$ cat config.mk
export PLATFORM = sky130hd
export DESIGN_NAME = rx_frame_buf
export DESIGN_NICKNAME = d
export VERILOG_FILES = /design/src/rtl/rx_frame_buf_pkg.sv /design/src/rtl/rfb_sync_fifo.sv /design/src/rtl/rfb_datapath.sv /design/src/rtl/rfb_control.sv /design/src/rtl/rx_frame_buf.sv
export SDC_FILE = /design/constraint.sdc
export NUM_CORES = 2
export LEC_CHECK = 0
export ABC_AREA = 1
export BUFFER_PORTS_ARGS = -buffer_cell sky130_fd_sc_hd__buf_2
export CAP_MARGIN = 10
export CORE_ASPECT_RATIO = 1.25
export CORE_MARGIN = 1.5
export CORE_UTILIZATION = 45
export CTS_CLUSTER_DIAMETER = 40
export DETAILED_ROUTE_END_ITERATION = 8
export HOLD_SLACK_MARGIN = 0.08
export PLACE_DENSITY = 0.66
export SKIP_CTS_REPAIR_TIMING = 1
export SLEW_MARGIN = 20
export SYNTH_ARGS = -nofsm -noshare
export SYNTH_HDL_FRONTEND = slang
export SYNTH_SLANG_ARGS = --single-unit
$ cat constraint.sdc
create_clock -name clk -period 3.5 [get_ports clk]
set_clock_uncertainty 0.15 [all_clocks]
set_input_delay 0.7 -clock clk [delete_from_list [all_inputs] [get_ports clk]]
set_output_delay 0.7 -clock clk [all_outputs]
set_load 0.03 [all_outputs]
$ cat src/rtl/rx_frame_buf_pkg.sv
package rx_frame_buf_pkg;

  // Strobes issued by the control to the datapath each cycle
  typedef struct packed {
    logic stageWr;       // write incoming byte into staging
    logic stageCommit;   // incoming byte closes its frame
    logic stageRollback; // withdraw uncommitted bytes of current frame
    logic xferEn;        // move one committed entry into host FIFO
    logic hostPop;       // remove host FIFO head
  } rfbStrobe_t;

  // Flags the datapath reports back
  typedef struct packed {
    logic stageFull;
    logic stageHasFrame;
    logic hostFull;
    logic hostEmpty;
    logic headLast;
  } rfbStatus_t;

endpackage

$ cat src/rtl/rfb_sync_fifo.sv
module rfb_sync_fifo #(
  parameter int WIDTH = 9,
  parameter int DEPTH = 64
) (
  input  logic                       clk,
  input  logic                       rstN,
  input  logic                       push,
  input  logic [WIDTH-1:0]           wData,
  input  logic                       pop,
  output logic [WIDTH-1:0]           rData,
  output logic                       empty,
  output logic                       full,
  output logic [$clog2(DEPTH):0]     level
);
  localparam int AW = $clog2(DEPTH);
  localparam logic [AW:0] FULL_LVL = (AW+1)'(DEPTH);

  logic [WIDTH-1:0] mem [DEPTH];
  logic [AW:0] wPtr, rPtr;

  assign level = wPtr - rPtr;
  assign empty = (level == '0);
  assign full  = (level == FULL_LVL);
  assign rData = mem[rPtr[AW-1:0]];

  always_ff @(posedge clk) begin
    if (push && !full) mem[wPtr[AW-1:0]] <= wData;
  end

  always_ff @(posedge clk) begin
    if (!rstN) begin
      wPtr <= '0;
      rPtr <= '0;
    end else begin
      if (push && !full) wPtr <= wPtr + 1'b1;
      if (pop && !empty) rPtr <= rPtr + 1'b1;
    end
  end
endmodule

$ cat src/rtl/rfb_datapath.sv
module rfb_datapath
  import rx_frame_buf_pkg::*;
#(
  parameter int DATA_W      = 8,
  parameter int STAGE_DEPTH = 128,
  parameter int HOST_DEPTH  = 64
) (
  input  logic                         clk,
  input  logic                         rstN,
  input  logic [DATA_W-1:0]            macData,
  input  logic                         macLast,
  input  rfbStrobe_t                   strobe,
  output rfbStatus_t                   status,
  output logic [DATA_W-1:0]            hostData,
  output logic                         hostLast,
  output logic [$clog2(HOST_DEPTH):0]  hostLevel
);
  localparam int SAW = $clog2(STAGE_DEPTH);
  localparam int EW  = DATA_W + 1;
  localparam logic [SAW:0] STAGE_FULL = (SAW+1)'(STAGE_DEPTH);

  // Staging FIFO with a commit pointer at the last frame boundary
  logic [EW-1:0] stageMem [STAGE_DEPTH];
  logic [SAW:0]  sWr, sRd, sCommit;
  logic [SAW:0]  stageLevel;
  logic [EW-1:0] stageHead;

  assign stageLevel = sWr - sRd;
  assign stageHead  = stageMem[sRd[SAW-1:0]];

  always_ff @(posedge clk) begin
    if (strobe.stageWr) stageMem[sWr[SAW-1:0]] <= {macLast, macData};
  end

  always_ff @(posedge clk) begin
    if (!rstN) begin
      sWr     <= '0;
      sRd     <= '0;
      sCommit <= '0;
    end else begin
      if (strobe.stageRollback)  sWr <= sCommit;
      else if (strobe.stageWr)   sWr <= sWr + 1'b1;
      if (strobe.stageCommit)    sCommit <= sWr + 1'b1;
      if (strobe.xferEn)         sRd <= sRd + 1'b1;
    end
  end

  // Host-visible FIFO
  logic [EW-1:0] hostHead;
  logic          hEmpty, hFull;

  rfb_sync_fifo #(.WIDTH(EW), .DEPTH(HOST_DEPTH)) u_hostFifo (
    .clk   (clk),
    .rstN  (rstN),
    .push  (strobe.xferEn),
    .wData (stageHead),
    .pop   (strobe.hostPop),
    .rData (hostHead),
    .empty (hEmpty),
    .full  (hFull),
    .level (hostLevel)
  );

  assign hostData = hostHead[DATA_W-1:0];
  assign hostLast = hostHead[DATA_W];

  always_comb begin
    status.stageFull     = (stageLevel == STAGE_FULL);
    status.stageHasFrame = (sRd != sCommit);
    status.hostFull      = hFull;
    status.hostEmpty     = hEmpty;
    status.headLast      = hostHead[DATA_W];
  end
endmodule

$ cat src/rtl/rfb_control.sv
module rfb_control
  import rx_frame_buf_pkg::*;
#(
  parameter int CNT_W = 32
) (
  input  logic             clk,
  input  logic             rstN,
  input  logic             macValid,
  input  logic             macLast,
  input  logic             hostRdEn,
  input  logic             ctrlWrEn,
  input  logic             ctrlWrSkip,
  input  logic             dropRdEn,
  input  rfbStatus_t       status,
  output rfbStrobe_t       strobe,
  output logic             skipBusy,
  output logic [CNT_W-1:0] dropCount
);
  localparam logic [CNT_W-1:0] CNT_MAX = '1;

  logic dropping;
  logic acceptByte;
  logic skipDone;

  assign acceptByte = macValid && !dropping;
  assign skipDone   = skipBusy && !status.hostEmpty && status.headLast;

  always_comb begin
    strobe.stageWr       = acceptByte && !status.stageFull;
    strobe.stageCommit   = acceptByte && !status.stageFull && macLast;
    strobe.stageRollback = acceptByte && status.stageFull;
    strobe.xferEn        = status.stageHasFrame && !status.hostFull;
    strobe.hostPop       = !status.hostEmpty && (skipBusy || hostRdEn);
  end

  // Frame-loss tracking: discard through the lost frame's last byte
  always_ff @(posedge clk) begin
    if (!rstN)                                 dropping <= 1'b0;
    else if (strobe.stageRollback)             dropping <= !macLast;
    else if (dropping && macValid && macLast)  dropping <= 1'b0;
  end

  // Self-clearing skip control
  always_ff @(posedge clk) begin
    if (!rstN)                                  skipBusy <= 1'b0;
    else if (!skipBusy && ctrlWrEn && ctrlWrSkip) skipBusy <= 1'b1;
    else if (skipDone)                          skipBusy <= 1'b0;
  end

  // Saturating, clear-on-read lost-frame counter
  always_ff @(posedge clk) begin
    if (!rstN)                   dropCount <= '0;
    else if (dropRdEn)           dropCount <= strobe.stageRollback ? CNT_W'(1) : '0;
    else if (strobe.stageRollback && dropCount != CNT_MAX)
                                 dropCount <= dropCount + 1'b1;
  end
endmodule

$ cat src/rtl/rx_frame_buf.sv
module rx_frame_buf
  import rx_frame_buf_pkg::*;
#(
  parameter int DATA_W      = 8,
  parameter int STAGE_DEPTH = 128,
  parameter int HOST_DEPTH  = 64,
  parameter int CNT_W       = 32
) (
  input  logic                         clk,
  input  logic                         rstN,
  input  logic                         macValid,
  input  logic [DATA_W-1:0]            macData,
  input  logic                         macLast,
  input  logic                         hostRdEn,
  output logic [DATA_W-1:0]            hostRdData,
  output logic                         hostRdLast,
  output logic                         hostEmpty,
  output logic [$clog2(HOST_DEPTH):0]  hostLevel,
  input  logic                         ctrlWrEn,
  input  logic [31:0]                  ctrlWrData,
  output logic [31:0]                  ctrlRdData,
  input  logic                         dropRdEn,
  output logic [CNT_W-1:0]             dropCount
);
  rfbStrobe_t strobe;
  rfbStatus_t status;
  logic       skipBusy;
  logic       unusedWrBits;

  assign unusedWrBits = ^ctrlWrData[30:0];

  rfb_control #(.CNT_W(CNT_W)) u_ctrl (
    .clk        (clk),
    .rstN       (rstN),
    .macValid   (macValid),
    .macLast    (macLast),
    .hostRdEn   (hostRdEn),
    .ctrlWrEn   (ctrlWrEn),
    .ctrlWrSkip (ctrlWrData[31]),
    .dropRdEn   (dropRdEn),
    .status     (status),
    .strobe     (strobe),
    .skipBusy   (skipBusy),
    .dropCount  (dropCount)
  );

  rfb_datapath #(
    .DATA_W(DATA_W), .STAGE_DEPTH(STAGE_DEPTH), .HOST_DEPTH(HOST_DEPTH)
  ) u_dp (
    .clk       (clk),
    .rstN      (rstN),
    .macData   (macData),
    .macLast   (macLast),
    .strobe    (strobe),
    .status    (status),
    .hostData  (hostRdData),
    .hostLast  (hostRdLast),
    .hostLevel (hostLevel)
  );

  assign hostEmpty  = status.hostEmpty;
  assign ctrlRdData = {skipBusy, 31'b0};
endmodule

==> results.py <==
metrics = {
    "worst_setup_path": {
        "path_max_fanout": 14,
        "crit_path_top_delay_cell": "dfxtp_4",
        "worstPathArrival_ps": 2950,
        "cp_cell_sequence": "buf_12 > buf_16 > buf_16 > o21ai_0 > o22ai_1 > nand2_1 > nand2_1 > a21oi_1 > o21ai_0 > o211ai_1 > nand2_1 > buf_4",
        "path_common_cell": "nand2_1",
        "required_ps": 2650,
        "start_kind": "flip-flop",
        "worstSetupEndpointType": "output pin",
        "worstSetupPathType": "flip-flop to output pin",
        "critPathMaxStageDelay_ps": 360,
    },
    "run_status": {
        "violations": "negative setup slack",
        "status": "finished, violations left",
    },
    "sta": {
        "post-route-min-period_ps": 3800,
        "maxSlewViolCount": 0,
        "period_share": 1.08,
        "finalHoldViolCount": 0,
        "slew_headroom": 0.289,
        "setup_slack_ps": -297,
        "max_freq_mhz": 263,
        "setup_viol": 10,
        "tightest_slew_ps": 1060,
        "rsz0062_at_grt": "yes",
    },
    "finish": {
        "area_growth_pct": 16.6,
        "ff_latch_area_um2": 53600,
        "fillCellCount": 13709,
        "design_area_um2": 87000,
        "fin_cells": 8893,
        "drive_above_1_share": 0.140,
        "layout_commonest_cell": "edfxtp_1",
        "multi_input_area_um2": 18900,
        "layout_common_cells": "edfxtp_1, nor2_1, o21ai_0",
        "diodes": 0,
        "layout.nets": 6612,
        "finish.utilization": 0.530,
    },
    "pwr": {
        "powerDensity_nw_per_um2": 749,
        "ir_drop_mv": 0.717,
        "power.leakage_nw": 29.8,
    },
    "route": {
        "drc": 0,
        "wl_per_cell_um": 22.3,
        "vias_per_cell": 5.68,
        "drt-total-wl_um": 198000,
        "dr_total_vias": 50497,
        "drt-pass1-iter-count": 8,
        "first_iter_violations": 5257,
        "postRouteAntennaNets": 0,
    },
    "cts": {
        "cts_root_buf": "clkbuf_16",
        "cts_tree": "done",
        "cts_sinks": 1813,
        "htree_levels": 4,
        "clock_latency_ps": 830,
        "cts_buffers": 191,
        "clockBufferDepth": 3,
        "clkTransAtPathRegs_ps": 60,
    },
    "place": {
        "dp_hpwl_um": 114000,
        "dp.cells": 8487,
        "port_buffers": 65,
        "place_congestion": 0.913,
        "place_ws_ps": 14.0,
        "place_area_um2": 79300,
    },
    "die": {
        "die_area_um2": 168000,
        "die_w_um": 367,
        "pin_count": 128,
        "core_um2": 164000,
        "die_h_um": 458,
        "initial_utilization": 0.454,
        "core.rowCount": 166,
    },
    "global_route": {
        "grt_max_degree": 145,
        "antenna_found_initial": 0,
        "grt_first_pass_wirelength_um": 289000,
        "grt.overflow.total": 0,
        "grt_pass1_vias": 48645,
        "track_usage": 0.224,
    },
    "synthesis": {
        "ys_seq_elements": 1813,
        "synth_cells": 6304,
        "synth-edff-count": 1728,
        "ys_warn_count": 0,
        "synth_ff_type": "edfxtp_1",
        "ys_seq_area_frac": 0.719,
        "async_reset_ff_frac": 0,
        "syn_avg_cell_area_um2": 11.8,
        "syn_area_um2": 74500,
        "synth.distinct_cells": 47,
    },
    "flow_run": {
        "cap_violations": 0,
    },
    "worst_hold_path": {
        "hold_path_class": "input port to flip-flop",
    },
}
worst max-delay path: cells and delay by family, from the launching register on:
kind,cells,cell delay (ps)
buffers and inverters,4,650
AOI/OAI and AO/OA,5,700
DFF,1,360
and+or+nand+nor,3,380
state kept, by name, summed over array words and instances, names as in the netlist, named ones only:
register / cells
u_dp.stageMem: 1152
u_dp.u_hostFifo.mem: 576
u_ctrl.dropCount: 32
u_dp.sCommit: 8
u_dp.sRd: 8
u_dp.sWr: 8
u_dp.u_hostFifo.rPtr: 7
u_dp.u_hostFifo.wPtr: 7
u_ctrl.dropping: 1
u_ctrl.skipBusy: 1
synth_stat cells, types with 7 or more instances:
library cell | n | area (µm²)
o21ai_0 | 897 | 4490
buf_2 | 87 | 435
o22ai_1 | 428 | 2680
o211ai_1 | 21 | 158
buf_4 | 48 | 360
nor2_2 | 20 | 125
ha_1 | 18 | 225
a21oi_1 | 73 | 365
xor2_1 | 45 | 394
buf_1 | 23 | 86.3
o21bai_1 | 7 | 52.6
nor2_1 | 1156 | 4340
nand2_2 | 20 | 125
inv_1 | 123 | 462
clkbuf_1 | 269 | 1010
nand3b_1 | 11 | 82.6
dfxtp_1 | 85 | 1700
o21ai_1 | 36 | 180
nor3_1 | 21 | 105
edfxtp_1 | 1728 | 51900
nand2_1 | 816 | 3060
xnor2_1 | 11 | 96.3
inv_2 | 8 | 30.0
nand3_1 | 281 | 1410
nand4_1 | 17 | 106
where the power goes:
group	total [W]	internal (W)	switching, W
Combinational	0.0188	0.00589	0.0129
Sequential	0.0260	0.0257	0.000227
Clock	0.0203	0.0115	0.00878
Total	0.0651	0.0431	0.0219
cells by family after synthesis:
family / share of synthesized area
flip-flops: 0.719
AND/OR/NAND/NOR: 0.131
buffers and inverters: 0.0335
adder cells (fa/ha/maj): 0.00329
XOR/XNOR: 0.00658
AO/OA/AOI/OAI: 0.107
other: 0.0000503
final timing paths:
path / startpoint / to / slack (ps) / cells after the start
setup / recovery: flip-flop / hostRdData[4] / -300 / 12
hold reg to reg: u_dp.u_hostFifo.rPtr[4] / u_dp.u_hostFifo.rPtr[4] / 340 / 2
hold / removal: macData[3] / u_dp.stageMem[50][3] / 150 / 1
setup reg to reg: u_dp.u_hostFifo.wPtr[0] / u_dp.u_hostFifo.mem[57][0] / 120 / 14
area by class of cell:
| type | count | area share |
|---|---|---|
| clock inverter | 132 | 0.0165 |
| multi-input combinational | 3947 | 0.217 |
| tap | 2184 | 0.0314 |
| clock buffer | 224 | 0.0572 |
| timing repair inverter | 5 | 0.000676 |
| sequential | 1813 | 0.617 |
| inverter | 139 | 0.00672 |
| timing repair buffer | 449 | 0.0539 |
layer usage:
metal	GRT usage	part of all wire
met1	0.277	0.38
met5	0	0
met2	0.389	0.50
met4	0.104	0.048
met3	0.0306	0.070
per-stage QoR:
stage               total power [W]  setup TNS [ps]  hold slack [ps]
floorplan                    0.0367               0              305
global placement             0.0434               0              325
detailed placement           0.0437               0              334
CTS                          0.0638           -5330            -34.7
global route                 0.0676           -7620              109
finish                       0.0651           -2470              147
Note: power is estimated with default switching activity, not from simulation.
